===== config.mk =====
export PLATFORM = sky130hd
export DESIGN_NAME = nand_cycle_gen
export DESIGN_NICKNAME = d
export VERILOG_FILES = /design/src/rtl/nand_tg_pkg.sv /design/src/rtl/nand_tg_seq.sv /design/src/rtl/nand_tg_ce.sv /design/src/rtl/nand_tg_busy.sv /design/src/rtl/nand_cycle_gen.sv
export SDC_FILE = /design/constraint.sdc
export NUM_CORES = 1
export LEC_CHECK = 0
export BUFFER_PORTS_ARGS = -buffer_cell sky130_fd_sc_hd__buf_2
export CAP_MARGIN = 20
export CORE_ASPECT_RATIO = 0.9
export CORE_MARGIN = 2
export CORE_UTILIZATION = 38
export DETAILED_ROUTE_END_ITERATION = 8
export PLACE_DENSITY = 0.65
export SLEW_MARGIN = 10
export SYNTH_ARGS = -nofsm -noshare
export SYNTH_HDL_FRONTEND = slang
export SYNTH_SLANG_ARGS = --single-unit

===== constraint.sdc =====
create_clock -name clk -period 2.4 [get_ports clk]
set_input_delay 0.24 -clock clk [delete_from_list [all_inputs] [get_ports clk]]
set_output_delay 0.24 -clock clk [all_outputs]
set_load 0.005 [all_outputs]

===== src/rtl/nand_tg_pkg.sv =====
package nand_tg_pkg;

  typedef enum logic [1:0] {
    K_CMD  = 2'd0,
    K_ADDR = 2'd1,
    K_WDAT = 2'd2,
    K_RDAT = 2'd3
  } nand_kind_e;

  typedef enum logic [1:0] {
    ST_IDLE = 2'd0,
    ST_TURN = 2'd1,
    ST_LOW  = 2'd2,
    ST_HIGH = 2'd3
  } nand_state_e;

  // field positions are fixed: software packs the word this way
  typedef struct packed {
    logic [5:0] spare;
    logic [1:0] ce_acc;
    logic [4:0] busy_dly;
    logic [2:0] turn;
    logic [3:0] rd_hi;
    logic [3:0] rd_lo;
    logic [3:0] wr_hi;
    logic [3:0] wr_lo;
  } nand_timing_t;

  localparam int PH_W   = 4;
  localparam int BUSY_W = 5;

  // a zero count still gives one clock
  function automatic logic [PH_W-1:0] phase_len(input logic [PH_W-1:0] n);
    return (n == '0) ? PH_W'(1) : n;
  endfunction

  // counter load value: the entry clock is the first of the phase
  function automatic logic [PH_W-1:0] phase_load(input logic [PH_W-1:0] n);
    return phase_len(n) - PH_W'(1);
  endfunction

endpackage


===== src/rtl/nand_tg_seq.sv =====
module nand_tg_seq
  import nand_tg_pkg::*;
(
  input  logic              clk,
  input  logic              rst_n,
  input  logic              start,
  input  logic              is_read,
  input  logic              do_turn,
  input  logic              ce_ok,
  input  logic [PH_W-1:0]   wr_lo,
  input  logic [PH_W-1:0]   wr_hi,
  input  logic [PH_W-1:0]   rd_lo,
  input  logic [PH_W-1:0]   rd_hi,
  input  logic [2:0]        turn,
  output nand_state_e       st,
  output logic              last_clk,
  output logic              cap_clk
);

  logic [PH_W-1:0] cnt;
  logic            cnt_zero;
  logic [PH_W-1:0] low_ld, high_ld, turn_ld;

  always_comb begin
    low_ld   = is_read ? phase_load(rd_lo) : phase_load(wr_lo);
    high_ld  = is_read ? phase_load(rd_hi) : phase_load(wr_hi);
    turn_ld  = phase_load({1'b0, turn});
    cnt_zero = (cnt == '0);
    cap_clk  = (st == ST_LOW) && cnt_zero && (!is_read || ce_ok);
    last_clk = (st == ST_HIGH) && cnt_zero;
  end

  always_ff @(posedge clk or negedge rst_n) begin
    if (!rst_n) begin
      st  <= ST_IDLE;
      cnt <= '0;
    end else begin
      unique case (st)
        ST_IDLE: if (start) begin
          if (do_turn) begin
            st  <= ST_TURN;
            cnt <= turn_ld;
          end else begin
            st  <= ST_LOW;
            cnt <= low_ld;
          end
        end
        ST_TURN: if (cnt_zero) begin
          st  <= ST_LOW;
          cnt <= low_ld;
        end else cnt <= cnt - PH_W'(1);
        ST_LOW: if (cap_clk) begin
          st  <= ST_HIGH;
          cnt <= high_ld;
        end else if (!cnt_zero) cnt <= cnt - PH_W'(1);
        ST_HIGH: if (cnt_zero) st <= ST_IDLE;
                 else cnt <= cnt - PH_W'(1);
        default: st <= ST_IDLE;
      endcase
    end
  end

  AST_TURN_LEADS_LOW: assert property (@(posedge clk) disable iff (!rst_n)
    (st == ST_TURN) |=> (st == ST_TURN || st == ST_LOW));
  AST_HIGH_FROM_LOW: assert property (@(posedge clk) disable iff (!rst_n)
    $rose(st == ST_HIGH) |-> $past(st == ST_LOW));

endmodule


===== src/rtl/nand_tg_ce.sv =====
module nand_tg_ce #(
  parameter int HOLD = 4
) (
  input  logic       clk,
  input  logic       rst_n,
  input  logic       start,
  input  logic       idle,
  input  logic       req_pending,
  input  logic [1:0] ce_acc,
  output logic       ce_n,
  output logic       ce_ok,
  output logic       ce_rel
);

  localparam int          IW      = $clog2(HOLD + 1);
  localparam logic [2:0]  AGE_MAX = 3'd4;

  logic [IW-1:0] idle_cnt;
  logic [2:0]    age;

  always_comb begin
    ce_ok  = (age + 3'd1) >= {1'b0, ce_acc};
    ce_rel = idle && !req_pending && !ce_n && (idle_cnt == IW'(HOLD - 1));
  end

  always_ff @(posedge clk or negedge rst_n) begin
    if (!rst_n) begin
      ce_n     <= 1'b1;
      age      <= '0;
      idle_cnt <= '0;
    end else begin
      if (start && ce_n) begin
        ce_n <= 1'b0;
        age  <= '0;
      end else if (!ce_n && age != AGE_MAX) begin
        age <= age + 3'd1;
      end
      if (!idle || req_pending || ce_n) idle_cnt <= '0;
      else if (ce_rel) begin
        ce_n     <= 1'b1;
        idle_cnt <= '0;
      end else idle_cnt <= idle_cnt + IW'(1);
    end
  end

  AST_CE_RISE_ONLY_IDLE: assert property (@(posedge clk) disable iff (!rst_n)
    $rose(ce_n) |-> $past(idle && !req_pending));
  AST_CE_FALL_ON_START: assert property (@(posedge clk) disable iff (!rst_n)
    $fell(ce_n) |-> $past(start));

endmodule


===== src/rtl/nand_tg_busy.sv =====
module nand_tg_busy
  import nand_tg_pkg::*;
(
  input  logic              clk,
  input  logic              rst_n,
  input  logic              arm,
  input  logic [BUSY_W-1:0] dly,
  input  logic              rb,
  output logic              rb_valid
);

  logic [BUSY_W-1:0] bcnt;
  logic              waiting;

  always_ff @(posedge clk or negedge rst_n) begin
    if (!rst_n) begin
      bcnt     <= '0;
      waiting  <= 1'b1;
      rb_valid <= 1'b0;
    end else if (arm) begin
      bcnt     <= dly;
      waiting  <= 1'b1;
      rb_valid <= 1'b0;
    end else if (bcnt != '0) begin
      bcnt <= bcnt - BUSY_W'(1);
    end else if (waiting && rb) begin
      waiting  <= 1'b0;
      rb_valid <= 1'b1;
    end
  end

  AST_NO_EARLY_READY: assert property (@(posedge clk) disable iff (!rst_n)
    (bcnt != '0) |-> !rb_valid);
  AST_READY_NEEDS_PIN: assert property (@(posedge clk) disable iff (!rst_n)
    $rose(rb_valid) |-> $past(rb));
  AST_ARM_CLEARS: assert property (@(posedge clk) disable iff (!rst_n)
    arm |=> !rb_valid);

endmodule


===== src/rtl/nand_cycle_gen.sv =====
module nand_cycle_gen
  import nand_tg_pkg::*;
#(
  parameter int CE_HOLD = 4,
  parameter int DQ_W    = 8
) (
  input  logic            clk,
  input  logic            rst_n,
  input  logic [31:0]     timing_word,
  input  logic            req_valid,
  input  logic [1:0]      req_kind,
  input  logic [DQ_W-1:0] req_byte,
  input  logic            req_busy,
  output logic            req_done,
  output logic [DQ_W-1:0] rd_byte,
  output logic            rb_valid,
  output logic            nand_ce_n,
  output logic            nand_cle,
  output logic            nand_ale,
  output logic            nand_we_n,
  output logic            nand_re_n,
  output logic [DQ_W-1:0] nand_dq_out,
  output logic            nand_dq_oe,
  input  logic [DQ_W-1:0] nand_dq_in,
  input  logic            nand_rb
);

  localparam logic [DQ_W-1:0] RST_CODE = {DQ_W{1'b1}};

  nand_timing_t    tw;
  nand_state_e     st;
  nand_kind_e      kind_q;
  logic [DQ_W-1:0] byte_q;
  logic [DQ_W-1:0] rd_q;
  logic            busy_q, last_wr;
  logic            idle, start, is_read, do_turn;
  logic            ce_ok, ce_rel, last_clk, cap_clk, in_cycle;
  logic            unused_spare;

  always_comb begin
    tw           = nand_timing_t'(timing_word);
    unused_spare = ^tw.spare;
    idle         = (st == ST_IDLE);
    start        = req_valid && idle;
    is_read      = start ? (req_kind == 2'(K_RDAT)) : (kind_q == K_RDAT);
    do_turn      = (req_kind == 2'(K_RDAT)) && last_wr;
    in_cycle     = (st == ST_LOW) || (st == ST_HIGH);
  end

  nand_tg_seq i_seq (
    .clk(clk), .rst_n(rst_n), .start(start), .is_read(is_read),
    .do_turn(do_turn), .ce_ok(ce_ok),
    .wr_lo(tw.wr_lo), .wr_hi(tw.wr_hi), .rd_lo(tw.rd_lo), .rd_hi(tw.rd_hi),
    .turn(tw.turn), .st(st), .last_clk(last_clk), .cap_clk(cap_clk)
  );

  nand_tg_ce #(.HOLD(CE_HOLD)) i_ce (
    .clk(clk), .rst_n(rst_n), .start(start), .idle(idle),
    .req_pending(req_valid), .ce_acc(tw.ce_acc),
    .ce_n(nand_ce_n), .ce_ok(ce_ok), .ce_rel(ce_rel)
  );

  nand_tg_busy i_busy (
    .clk(clk), .rst_n(rst_n), .arm(last_clk && busy_q),
    .dly(tw.busy_dly), .rb(nand_rb), .rb_valid(rb_valid)
  );

  always_ff @(posedge clk or negedge rst_n) begin
    if (!rst_n) begin
      kind_q  <= K_CMD;
      byte_q  <= '0;
      busy_q  <= 1'b0;
      last_wr <= 1'b0;
      rd_q    <= '0;
    end else begin
      if (start) begin
        kind_q <= nand_kind_e'(req_kind);
        byte_q <= req_byte;
        busy_q <= req_busy || ((req_kind == 2'(K_CMD)) && (req_byte == RST_CODE));
      end
      if (ce_rel) last_wr <= 1'b0;
      else if (last_clk) last_wr <= (kind_q != K_RDAT);
      if (cap_clk && kind_q == K_RDAT) rd_q <= nand_dq_in;
    end
  end

  always_comb begin
    nand_we_n   = !((st == ST_LOW) && (kind_q != K_RDAT));
    nand_re_n   = !((st == ST_LOW) && (kind_q == K_RDAT));
    nand_cle    = in_cycle && (kind_q == K_CMD);
    nand_ale    = in_cycle && (kind_q == K_ADDR);
    nand_dq_oe  = in_cycle && (kind_q != K_RDAT);
    nand_dq_out = byte_q;
    req_done    = last_clk;
    rd_byte     = rd_q;
  end

  AST_STROBE_EXCL: assert property (@(posedge clk) disable iff (!rst_n)
    !(!nand_we_n && !nand_re_n));
  AST_STROBE_NEEDS_CE: assert property (@(posedge clk) disable iff (!rst_n)
    (!nand_we_n || !nand_re_n) |-> !nand_ce_n);
  AST_LATCH_EXCL: assert property (@(posedge clk) disable iff (!rst_n)
    !(nand_cle && nand_ale));
  AST_NO_DRIVE_IN_READ: assert property (@(posedge clk) disable iff (!rst_n)
    !nand_re_n |-> !nand_dq_oe);
  AST_READ_AFTER_RELEASE: assert property (@(posedge clk) disable iff (!rst_n)
    $fell(nand_re_n) |-> !$past(nand_dq_oe));
  AST_DONE_PULSE: assert property (@(posedge clk) disable iff (!rst_n)
    req_done |=> !req_done);
  AST_DATA_HELD_AT_WE_RISE: assert property (@(posedge clk) disable iff (!rst_n)
    $rose(nand_we_n) |-> (nand_dq_oe && $stable(nand_dq_out)));

endmodule


==> flow_metrics.env, run 1 <==
export IMPL_dr_pass1_iters=4
export IMPL_fmax_mhz=435
export IMPL_ys_flop_type="dfrtp_1"
export IMPL_insertion_delay_ns=0.29
export IMPL_path_clk_slew_ns=0.08
export IMPL_fin_crit_sh=0.958
export IMPL_cp_arrival_ns=2.51
export IMPL_syn_inst=287
export IMPL_port_buffers=72
export IMPL_dp_cells=452
export IMPL_synth_edf_count=0
export IMPL_maxCapViolCount=0
export IMPL_tightest_slew_ns=0.901
export IMPL_io_pins=79
export IMPL_final_cell_mix="buf_2 (72), nand2_1 (47), dfrtp_1 (38)"
export IMPL_cts_root_buffer="clkbuf_8"
export IMPL_initial_core_util=0.396
export IMPL_finalWirelength_um=6460
export IMPL_yosys_area_share_simple=0.207
export IMPL_fin_crit_ns=2.30
export IMPL_ant_nets=0
export IMPL_cts_hold_buf=0
export IMPL_die_area_um2=7620
export IMPL_p_leak_nw=1.67
export IMPL_synth_compound_area_share=0.176
export IMPL_critPathMaxFanout=3
export IMPL_core_area_um2=6660
export IMPL_antenna_found_initial=0
export IMPL_cts_htree_levels=2
export IMPL_maxSlewViolCount=0
export IMPL_post_route_util=0.498
export IMPL_peakVddDrop_v=0.000502
export IMPL_gp_congestion=0.876
export IMPL_outcome="finished clean"
export IMPL_dp_hpwl_um=4980
export IMPL_syn_area_per_cell_um2=9.19
export IMPL_path_class="reg2reg"
export IMPL_synth_top_family_by_area="simple AND/OR/NAND/NOR gates"
export IMPL_synth_nets=358
export IMPL_critPathRequiredTime_ns=2.61
export IMPL_synth_area_um2=2640
export IMPL_grt_max_degree=41
export IMPL_cts_buffers=5
export IMPL_numClockSinks=40
export IMPL_max_slew_margin=0.399
export IMPL_grt_pass1_vias=2282
export IMPL_rsz0062_at_grt="no"
export IMPL_muxShareOfSynthArea=0.0930
export IMPL_die_h_um=83.0
export IMPL_total_power_mw=3.96
export IMPL_cts_buffer_depth=2
export IMPL_ys_warn_count=0
export IMPL_route_detailed_drc=0
export IMPL_hold_viol_final=0
export IMPL_setup_viol=0
export IMPL_drive_gt1_frac=0.335
export IMPL_vias=2408
export IMPL_synth_cell_type_count=56
export IMPL_cts_tree="yes"
export IMPL_holdWs_ns=0.0684
export IMPL_stdcell_count=463
export IMPL_start_kind="register"
export IMPL_min_path_type="in2async"
export IMPL_grt_pass1_wl_um=10700
export IMPL_power_density_nw_per_um2=1200
export IMPL_reg2reg_slack_ns=0.1
export IMPL_viasPerCell=5.20
export IMPL_n_antenna_cell=0
export IMPL_synth_adder_area_share=0.0759
export IMPL_area_growth_syn_to_layout_pct=25.8
export IMPL_seq_area_frac_synth=0.380
export IMPL_final_nets=443
export IMPL_grtUsageTotal=0.173
export IMPL_overflow=0
export IMPL_synthArstFlopShare=1.00
export IMPL_initialDrtViolationCount=206
export IMPL_finalClockSkew_ns=0.00863
export IMPL_critPathCaptureType="register"
export IMPL_wl_per_cell_um=13.9
export IMPL_synth_xor_area_share=0.0199
export IMPL_final_common_cell="buf_2"
export IMPL_die_w_um=91.8
export IMPL_num_rows=28
export IMPL_ys_seq_elements=40
sequential cells by signal, summed over array words and instances (netlist names):
register         count
i_ce.age             3
i_seq.st             2
i_busy.waiting       1
busy_q               1
i_seq.cnt            4
nand_dq_out          8
rd_byte              8
i_busy.rb_valid      1
kind_q               2
last_wr              1
i_ce.idle_cnt        3
i_busy.bcnt          5
i_ce.ce_n            1
cells by family (layout without fill, tap and decap cells):
| group | after synthesis | count (layout) |
|---|---|---|
| buffers and inverters | 29 | 115 |
| multiplexers | 20 | 20 |
| flip-flops | 40 | 40 |
| XOR/XNOR | 6 | 6 |
| AO/OA/AOI/OAI | 66 | 66 |
| adder cells (fa/ha/maj) | 16 | 16 |
| AND/OR/NAND/NOR | 110 | 110 |
Yosys cell counts, types with 4 or more instances:
master / instances / area, um2
xnor2_1: 4 / 35.0
nand3_1: 5 / 25.0
o21ai_0: 14 / 70.1
dfrtp_1: 38 / 951
mux2_4: 8 / 120
ha_1: 16 / 200
o31ai_1: 5 / 37.5
o211ai_1: 6 / 45.0
mux2i_1: 8 / 80.1
inv_1: 17 / 63.8
nor2_1: 23 / 86.3
nand2_1: 47 / 176
a21oi_1: 15 / 75.1
nor3_1: 10 / 50.1
clkbuf_1: 6 / 22.5
report_power, final:
part | leakage (nW) | internal [mW] | switching, mW
clock network | 0.0552 | 0.309 | 0.231
registers | 0.489 | 0.992 | 0.234
logic | 1.12 | 1.06 | 1.14
total | 1.67 | 2.36 | 1.61
what timing repair did:
item,CTS,global route
pin swaps,1,0
gates resized for setup,2,4
hold endpoints to repair,0,0
setup buffers,2,1
setup endpoints to repair,1,1
layer usage:
| metal | global-route usage | routed length [um] |
|---|---|---|
| met1 | 0.229 | 2860 |
| met2 | 0.277 | 3020 |
| met3 | 0.0445 | 468 |
| met4 | 0.0611 | 110 |
| met5 | 0 | 0 |
worst paths after layout:
kind | from | to | cells after the start
max in group asynchronous | rst_n | last_wr$_DFFE_PN0P_ | 1
setup reg to reg | i_seq.st[1]$_DFFE_PN0P_ | i_seq.cnt[1]$_DFFE_PN0N_ | 11
min in group clk | req_byte[3] | nand_dq_out[3]$_DFFE_PN0N_ | 3
hold reg to reg | i_ce.idle_cnt[0]$_DFF_PN0_ | i_ce.idle_cnt[0]$_DFF_PN0_ | 1
setup / recovery | i_seq.st[1]$_DFFE_PN0P_ | i_seq.cnt[1]$_DFFE_PN0N_ | 11
hold / removal | rst_n | i_seq.cnt[1]$_DFFE_PN0N_ | 1
final cells by class:
type | instances | area, um2
Multi-Input combinational cell | 218 | 1530
Timing Repair Buffer | 90 | 495
Sequential cell | 40 | 1000
Clock inverter | 2 | 35.0
Tap cell | 90 | 113
Fill cell | 641 | 3340
Clock buffer | 6 | 72.6
Inverter | 17 | 63.8
through the flow:
step | worst slack, ns | area [um2] | TNS [ns]
2_1_floorplan | 0.000490 | 2640 | 0
3_3_place_gp | 0.0633 | 3170 | 0
3_5_place_dp | -0.0787 | 3170 | -0.0787
4_1_cts | 0.00428 | 3300 | 0
5_1_grt | 0.0124 | 3320 | 0
6_report | 0.0998 | 3320 | 0
worst max-delay path: stages (launching register included):
cell	delay [ns]
dfrtp_1	0.40
inv_1	0.08
ha_2	0.19
nand4_1	0.14
buf_4	0.19
o21ai_4	0.06
mux2i_1	0.20
ha_1	0.27
mux2_4	0.28
a31oi_4	0.17
o211ai_1	0.11
o2bb2ai_1	0.15
Power figures use the tool's default switching activity.
==> run 2: changes to the inputs <==
--- a/config.mk
+++ b/config.mk
@@ -12,6 +12,7 @@
 export CORE_UTILIZATION = 38
 export DETAILED_ROUTE_END_ITERATION = 8
 export PLACE_DENSITY = 0.65
+export RECOVER_POWER = 50
 export SLEW_MARGIN = 10
 export SYNTH_ARGS = -nofsm -noshare
 export SYNTH_HDL_FRONTEND = slang
==> run 2 against run 1 <==
  * Sequential share of layout area is 0.069 points higher
  * Largest cell class unchanged
  * Worst hold slack better by 0.088 ns
  * Non-clock buffer count stayed put
  * Register-to-register slack hardly changed
  * Setup slack better by 0.0060 ns
  * The run now ends with capacitance limit, slew limit left
  * Largest power group unchanged
==> flow_metrics.env, run 2 (synthesis gave the netlist of run 1 again) <==
export IMPL_grtUsageTotal=0.173
export IMPL_whs_path_depth=3
export IMPL_route_detailed_drc=0
export IMPL_critPathRequiredTime_ns=2.61
export IMPL_cts_root_buffer="clkbuf_8"
export IMPL_final_cell_mix="buf_2 (66), nand2_1 (47), dfrtp_1 (38)"
export IMPL_timing_hold_worst_endpoint="nand_dq_out[3]$_DFFE_PN0N_"
export IMPL_grt_pass1_vias=2282
export IMPL_multiInputGateArea_um2=1530
export IMPL_wl_per_cell_um=13.9
export IMPL_violations="capacitance limit, slew limit"
export IMPL_setup_viol=0
export IMPL_fmax_mhz=436
export IMPL_ff2ff_path_depth=11
export IMPL_cts_buffers=5
export IMPL_post_route_util=0.497
export IMPL_initialDrtViolationCount=186
export IMPL_cts_hold_buf=0
export IMPL_rsz0062_at_grt="no"
export IMPL_initial_core_util=0.396
export IMPL_vias=2408
export IMPL_p_clk_frac=0.136
export IMPL_power_density_nw_per_um2=1190
export IMPL_io_pins=79
export IMPL_cts_tree="yes"
export IMPL_p_int_mw=2.35
export IMPL_power_frac_seq=0.310
export IMPL_fin_crit_sh=0.956
export IMPL_num_rows=28
export IMPL_dr_pass1_iters=4
export IMPL_min_path_type="in2reg"
export IMPL_final_nets=443
export IMPL_critPathMaxFanout=3
export IMPL_tns_ns=0
export IMPL_grt_pass1_wl_um=10700
export IMPL_reg2reg_slack_ns=0.11
export IMPL_peakVddDrop_v=0.000498
export IMPL_ant_nets=0
export IMPL_path_class="reg2reg"
export IMPL_maxSlewViolCount=41
export IMPL_antenna_found_initial=0
export IMPL_nFillCells=643
export IMPL_cts_buffer_depth=2
export IMPL_p_comb_frac=0.554
export IMPL_die_w_um=91.8
export IMPL_cp_arrival_ns=2.51
export IMPL_tightest_slew_ns=2.12
export IMPL_port_buffers=72
export IMPL_n_antenna_cell=0
export IMPL_finalWirelength_um=6440
export IMPL_drive_gt1_frac=0.319
export IMPL_switchingPower_mw=1.61
export IMPL_maxCapViolCount=1
export IMPL_fin_crit_ns=2.29
export IMPL_numClockSinks=40
export IMPL_overflow=0
export IMPL_finalClockSkew_ns=0.00853
export IMPL_dp_hpwl_um=4980
export IMPL_critPathCaptureType="register"
export IMPL_gp_congestion=0.876
export IMPL_core_area_um2=6660
export IMPL_die_h_um=83.0
export IMPL_area_growth_syn_to_layout_pct=25.5
export IMPL_insertion_delay_ns=0.29
export IMPL_start_kind="register"
export IMPL_placed_cell_area_um2=3170
export IMPL_seq_area_um2=1000
export IMPL_final_common_cell="buf_2"
export IMPL_grt_max_degree=41
export IMPL_cts_htree_levels=2
export IMPL_outcome="finished with violations"
export IMPL_hold_start="req_byte[3]"
export IMPL_max_slew_margin=-0.416
export IMPL_switching_share=0.406
export IMPL_die_area_um2=7620
export IMPL_hold_viol_final=0
export IMPL_r2r_end="i_seq.cnt[1]$_DFFE_PN0N_"
export IMPL_path_clk_slew_ns=0.08
export IMPL_r2r_start="i_seq.st[1]$_DFFE_PN0P_"
export IMPL_viasPerCell=5.20
export IMPL_final_cell_area_um2=3310
export IMPL_p_leak_nw=1.65
[run 2: cell count changes in the layout (fill, tap and decap cells not counted)]
cell / delta
buf_2: -6
clkbuf_1: +6
[run 2: worst max path at each step]
stage                                  from                  endpoint  slack (ns)
global placement    i_seq.st[0]$_DFFE_PN0P_  i_seq.cnt[1]$_DFFE_PN0N_        0.06
CTS                 i_seq.st[1]$_DFFE_PN0P_  i_seq.cnt[1]$_DFFE_PN0N_       0.004
finish              i_seq.st[1]$_DFFE_PN0P_  i_seq.cnt[1]$_DFFE_PN0N_        0.11
floorplan           i_seq.st[0]$_DFFE_PN0P_  i_seq.cnt[1]$_DFFE_PN0N_      0.0005
global route        i_seq.st[0]$_DFFE_PN0P_  i_seq.cnt[1]$_DFFE_PN0N_        0.01
detailed placement  i_seq.st[0]$_DFFE_PN0P_  i_seq.cnt[1]$_DFFE_PN0N_       -0.08
[run 2: routing by layer]
| metal | GRT usage | up-vias | routed length [um] |
|---|---|---|---|
| li1 | - | 1187 | - |
| met1 | 0.229 | 1126 | 2780 |
| met3 | 0.0445 | 8 | 511 |
| met2 | 0.277 | 87 | 3060 |
| met4 | 0.0611 | 0 | 89 |
| met5 | 0 | - | 0 |
[run 2: through the flow]
stage,hold WS (ns),power (mW),instances,worst slack [ns]
2_1_floorplan,-0.0556,2.67,287,0.000490
3_3_place_gp,0.428,3.31,452,0.0633
3_5_place_dp,0.428,3.37,452,-0.0787
4_1_cts,0.112,3.93,462,0.00428
5_1_grt,0.152,4.28,463,0.0124
6_report,0.156,3.95,463,0.106
[run 2: what timing repair did]
item / 4_1_cts / 5_1_grt
pin swaps: 1 / 0
setup endpoints to repair: 1 / 1
endpoints found under the hold margin: 0 / 0
setup buffers: 2 / 1
resized for setup: 2 / 4
cloned: 0 / 0
[run 2: cell type report]
| class | count | area share |
|---|---|---|
| well taps | 90 | 0.0340 |
| repair buffers | 90 | 0.147 |
| multi-input cells | 218 | 0.464 |
| clock inverters | 2 | 0.0106 |
| flip-flops and latches | 40 | 0.303 |
| inverters | 17 | 0.0193 |
| clock buffers | 6 | 0.0219 |
[run 2: worst max-delay path: stages (launching register included)]
cell	delay (ns)
dfrtp_1	0.40
inv_1	0.08
ha_2	0.19
nand4_1	0.14
buf_4	0.19
o21ai_4	0.06
mux2i_1	0.20
ha_1	0.26
mux2_4	0.28
a31oi_4	0.17
o211ai_1	0.11
o2bb2ai_1	0.15
[run 2: power by group through the flow]
stage / combinational [mW] / sequential (mW) / clock (mW)
CTS: 2.15 / 1.23 / 0.549
global placement: 2.09 / 1.22 / 0
detailed placement: 2.13 / 1.23 / 0
global route: 2.42 / 1.27 / 0.580
finish: 2.19 / 1.23 / 0.539
floorplan: 1.47 / 1.21 / 0
==> run 3: changes to the inputs <==
--- a/config.mk
+++ b/config.mk
@@ -6,12 +6,10 @@
 export NUM_CORES = 1
 export LEC_CHECK = 0
 export BUFFER_PORTS_ARGS = -buffer_cell sky130_fd_sc_hd__buf_2
-export CAP_MARGIN = 20
 export CORE_ASPECT_RATIO = 0.9
 export CORE_MARGIN = 2
 export CORE_UTILIZATION = 38
 export DETAILED_ROUTE_END_ITERATION = 8
-export PLACE_DENSITY = 0.65
 export RECOVER_POWER = 50
 export SLEW_MARGIN = 10
 export SYNTH_ARGS = -nofsm -noshare
==> run 3 against run 2 <==
  * The run still ends with capacitance limit, slew limit left
  * Cell count up 0.22%
  * Clock skew down 0.0013 ns
  * Critical path depth unchanged
  * Clock power up 1%
  * Setup slack worse by 0.020 ns
  * Clock-buffer cell count down 1
  * Flip-flop and latch count unchanged
  * Register-to-register slack worse by 0.02 ns
  * Critical path type unchanged
  * Highest routed layer unchanged
==> flow_metrics.env, run 3 (synthesis gave the netlist of run 1 again) <==
export IMPL_outcome="finished with violations"
export IMPL_violations="capacitance limit, slew limit"
export IMPL_worst_slack_ns=0.0857
export IMPL_grt_max_degree=41
export IMPL_cp_arrival_ns=2.53
export IMPL_multiInputGateArea_um2=1530
export IMPL_overflow=0
export IMPL_dr_pass1_iters=4
export IMPL_path_common_cell="inv_1"
export IMPL_critPathMaxFanout=5
export IMPL_cts_tree="yes"
export IMPL_worst_path_largest_cell_delay_ns=0.35
export IMPL_die_area_um2=7620
export IMPL_route_detailed_drc=0
export IMPL_start_kind="register"
export IMPL_initial_core_util=0.396
export IMPL_gp_congestion=0.909
export IMPL_cts_buffers=5
export IMPL_min_path_type="in2reg"
export IMPL_power_density_nw_per_um2=1200
export IMPL_critPathCaptureType="register"
export IMPL_setup_viol=0
export IMPL_numClockSinks=40
export IMPL_path_clk_slew_ns=0.08
export IMPL_seq_area_um2=1000
export IMPL_num_rows=28
export IMPL_stdcell_count=464
export IMPL_crit_path_top_delay_cell="dfrtp_1"
export IMPL_rsz0062_at_grt="yes"
export IMPL_final_cell_mix="buf_2 (68), nand2_1 (47), dfrtp_1 (38)"
export IMPL_finalWirelength_um=6220
export IMPL_core_area_um2=6660
export IMPL_hold_viol_final=0
export IMPL_antenna_found_initial=0
export IMPL_grt_pass1_wl_um=11000
export IMPL_crit_buf_inv=2
export IMPL_dp_hpwl_um=4900
export IMPL_max_slew_margin=-0.414
export IMPL_die_h_um=83.0
export IMPL_n_antenna_cell=0
export IMPL_cts_htree_levels=2
export IMPL_cts_hold_buf=0
export IMPL_ant_nets=0
export IMPL_finalClockSkew_ns=0.00725
export IMPL_grt_pass1_vias=2362
export IMPL_p_leak_nw=1.65
export IMPL_maxCapViolCount=1
export IMPL_grtUsageTotal=0.174
export IMPL_final_nets=444
export IMPL_maxSlewViolCount=41
export IMPL_fin_crit_ns=2.31
export IMPL_path_class="reg2reg"
export IMPL_place_ws_ns=0.0247
export IMPL_total_power_mw=3.98
export IMPL_path_cells="inv_1, ha_2, and2_4, o21a_2, o21ai_2, inv_1, ha_1, mux2_2, a31oi_4, o211ai_1, o2bb2ai_1"
export IMPL_drive_gt1_frac=0.329
export IMPL_vias=2324
export IMPL_insertion_delay_ns=0.29
export IMPL_fmax_mhz=432
export IMPL_nFillCells=670
export IMPL_critPathRequiredTime_ns=2.61
export IMPL_die_w_um=91.8
export IMPL_port_buffers=72
export IMPL_io_pins=79
export IMPL_holdWs_ns=0.151
export IMPL_viasPerCell=5.01
export IMPL_initialDrtViolationCount=187
export IMPL_peakVddDrop_v=0.000479
export IMPL_wl_per_cell_um=13.4
export IMPL_dp_cells=454
export IMPL_cp_top_family="compound AO/OA/AOI/OAI gates"
export IMPL_area_growth_syn_to_layout_pct=25.9
export IMPL_final_common_cell="buf_2"
export IMPL_cts_root_buffer="clkbuf_8"
export IMPL_cts_buffer_depth=2
export IMPL_post_route_util=0.499
export IMPL_tightest_slew_ns=2.12
export IMPL_fin_crit_sh=0.964
==> run 3: final timing paths <==
check,start,end,slack [ns],depth (start not counted)
setup / recovery,i_seq.st[0]$_DFFE_PN0P_,i_seq.cnt[1]$_DFFE_PN0N_,0.09,11
hold / removal,req_byte[2],nand_dq_out[2]$_DFFE_PN0N_,0.15,3
setup reg to reg,i_seq.st[0]$_DFFE_PN0P_,i_seq.cnt[1]$_DFFE_PN0N_,0.09,11
hold reg to reg,i_ce.idle_cnt[0]$_DFF_PN0_,i_ce.idle_cnt[0]$_DFF_PN0_,0.44,1
max in group asynchronous,rst_n,last_wr$_DFFE_PN0P_,0.63,1
min in group asynchronous,rst_n,i_seq.cnt[1]$_DFFE_PN0N_,0.56,1
==> run 3: layout make-up <==
| type | count | area share |
|---|---|---|
| Multi-Input combinational cell | 218 | 0.461 |
| Sequential cell | 40 | 0.302 |
| Timing Repair Buffer | 91 | 0.150 |
| Tap cell | 90 | 0.0339 |
| Clock buffer | 5 | 0.0207 |
| Inverter | 17 | 0.0192 |
| Clock inverter | 3 | 0.0128 |
==> run 3: through the flow <==
stage | TNS, ns | area (um2)
after floorplan | 0 | 2640
after global routing | -0.0250 | 3320
after global placement | 0 | 3180
after detailed placement | 0 | 3180
after CTS | 0 | 3300
final | 0 | 3320
==> run 3: worst reg2reg max path, stage by stage, from the launching register on <==
cell and delay (ns):
dfrtp_1 0.35, inv_1 0.06, ha_2 0.20, and2_4 0.18, o21a_2 0.22, o21ai_2 0.17, inv_1 0.06, ha_1 0.29
mux2_2 0.29, a31oi_4 0.18, o211ai_1 0.11, o2bb2ai_1 0.13
==> run 3: repair_timing <==
action | 4_1_cts | 5_1_grt
setup endpoints to repair | 1 | 3
resized for setup | 1 | 4
setup buffers | 0 | 2
pin swaps | 0 | 1
==> run 3: metal layers <==
metal / share of wire / track usage
met1: 0.47 / 0.234
met2: 0.46 / 0.285
met3: 0.058 / 0.0472
met4: 0.0072 / 0.0299
met5: 0 / 0
==> run 3: report_power, final <==
group          internal [mW]  total, mW  switching [mW]
combinational           1.08       2.21            1.13
sequential             0.992       1.23           0.234
clock                  0.308      0.545           0.237
total                   2.38       3.98            1.60
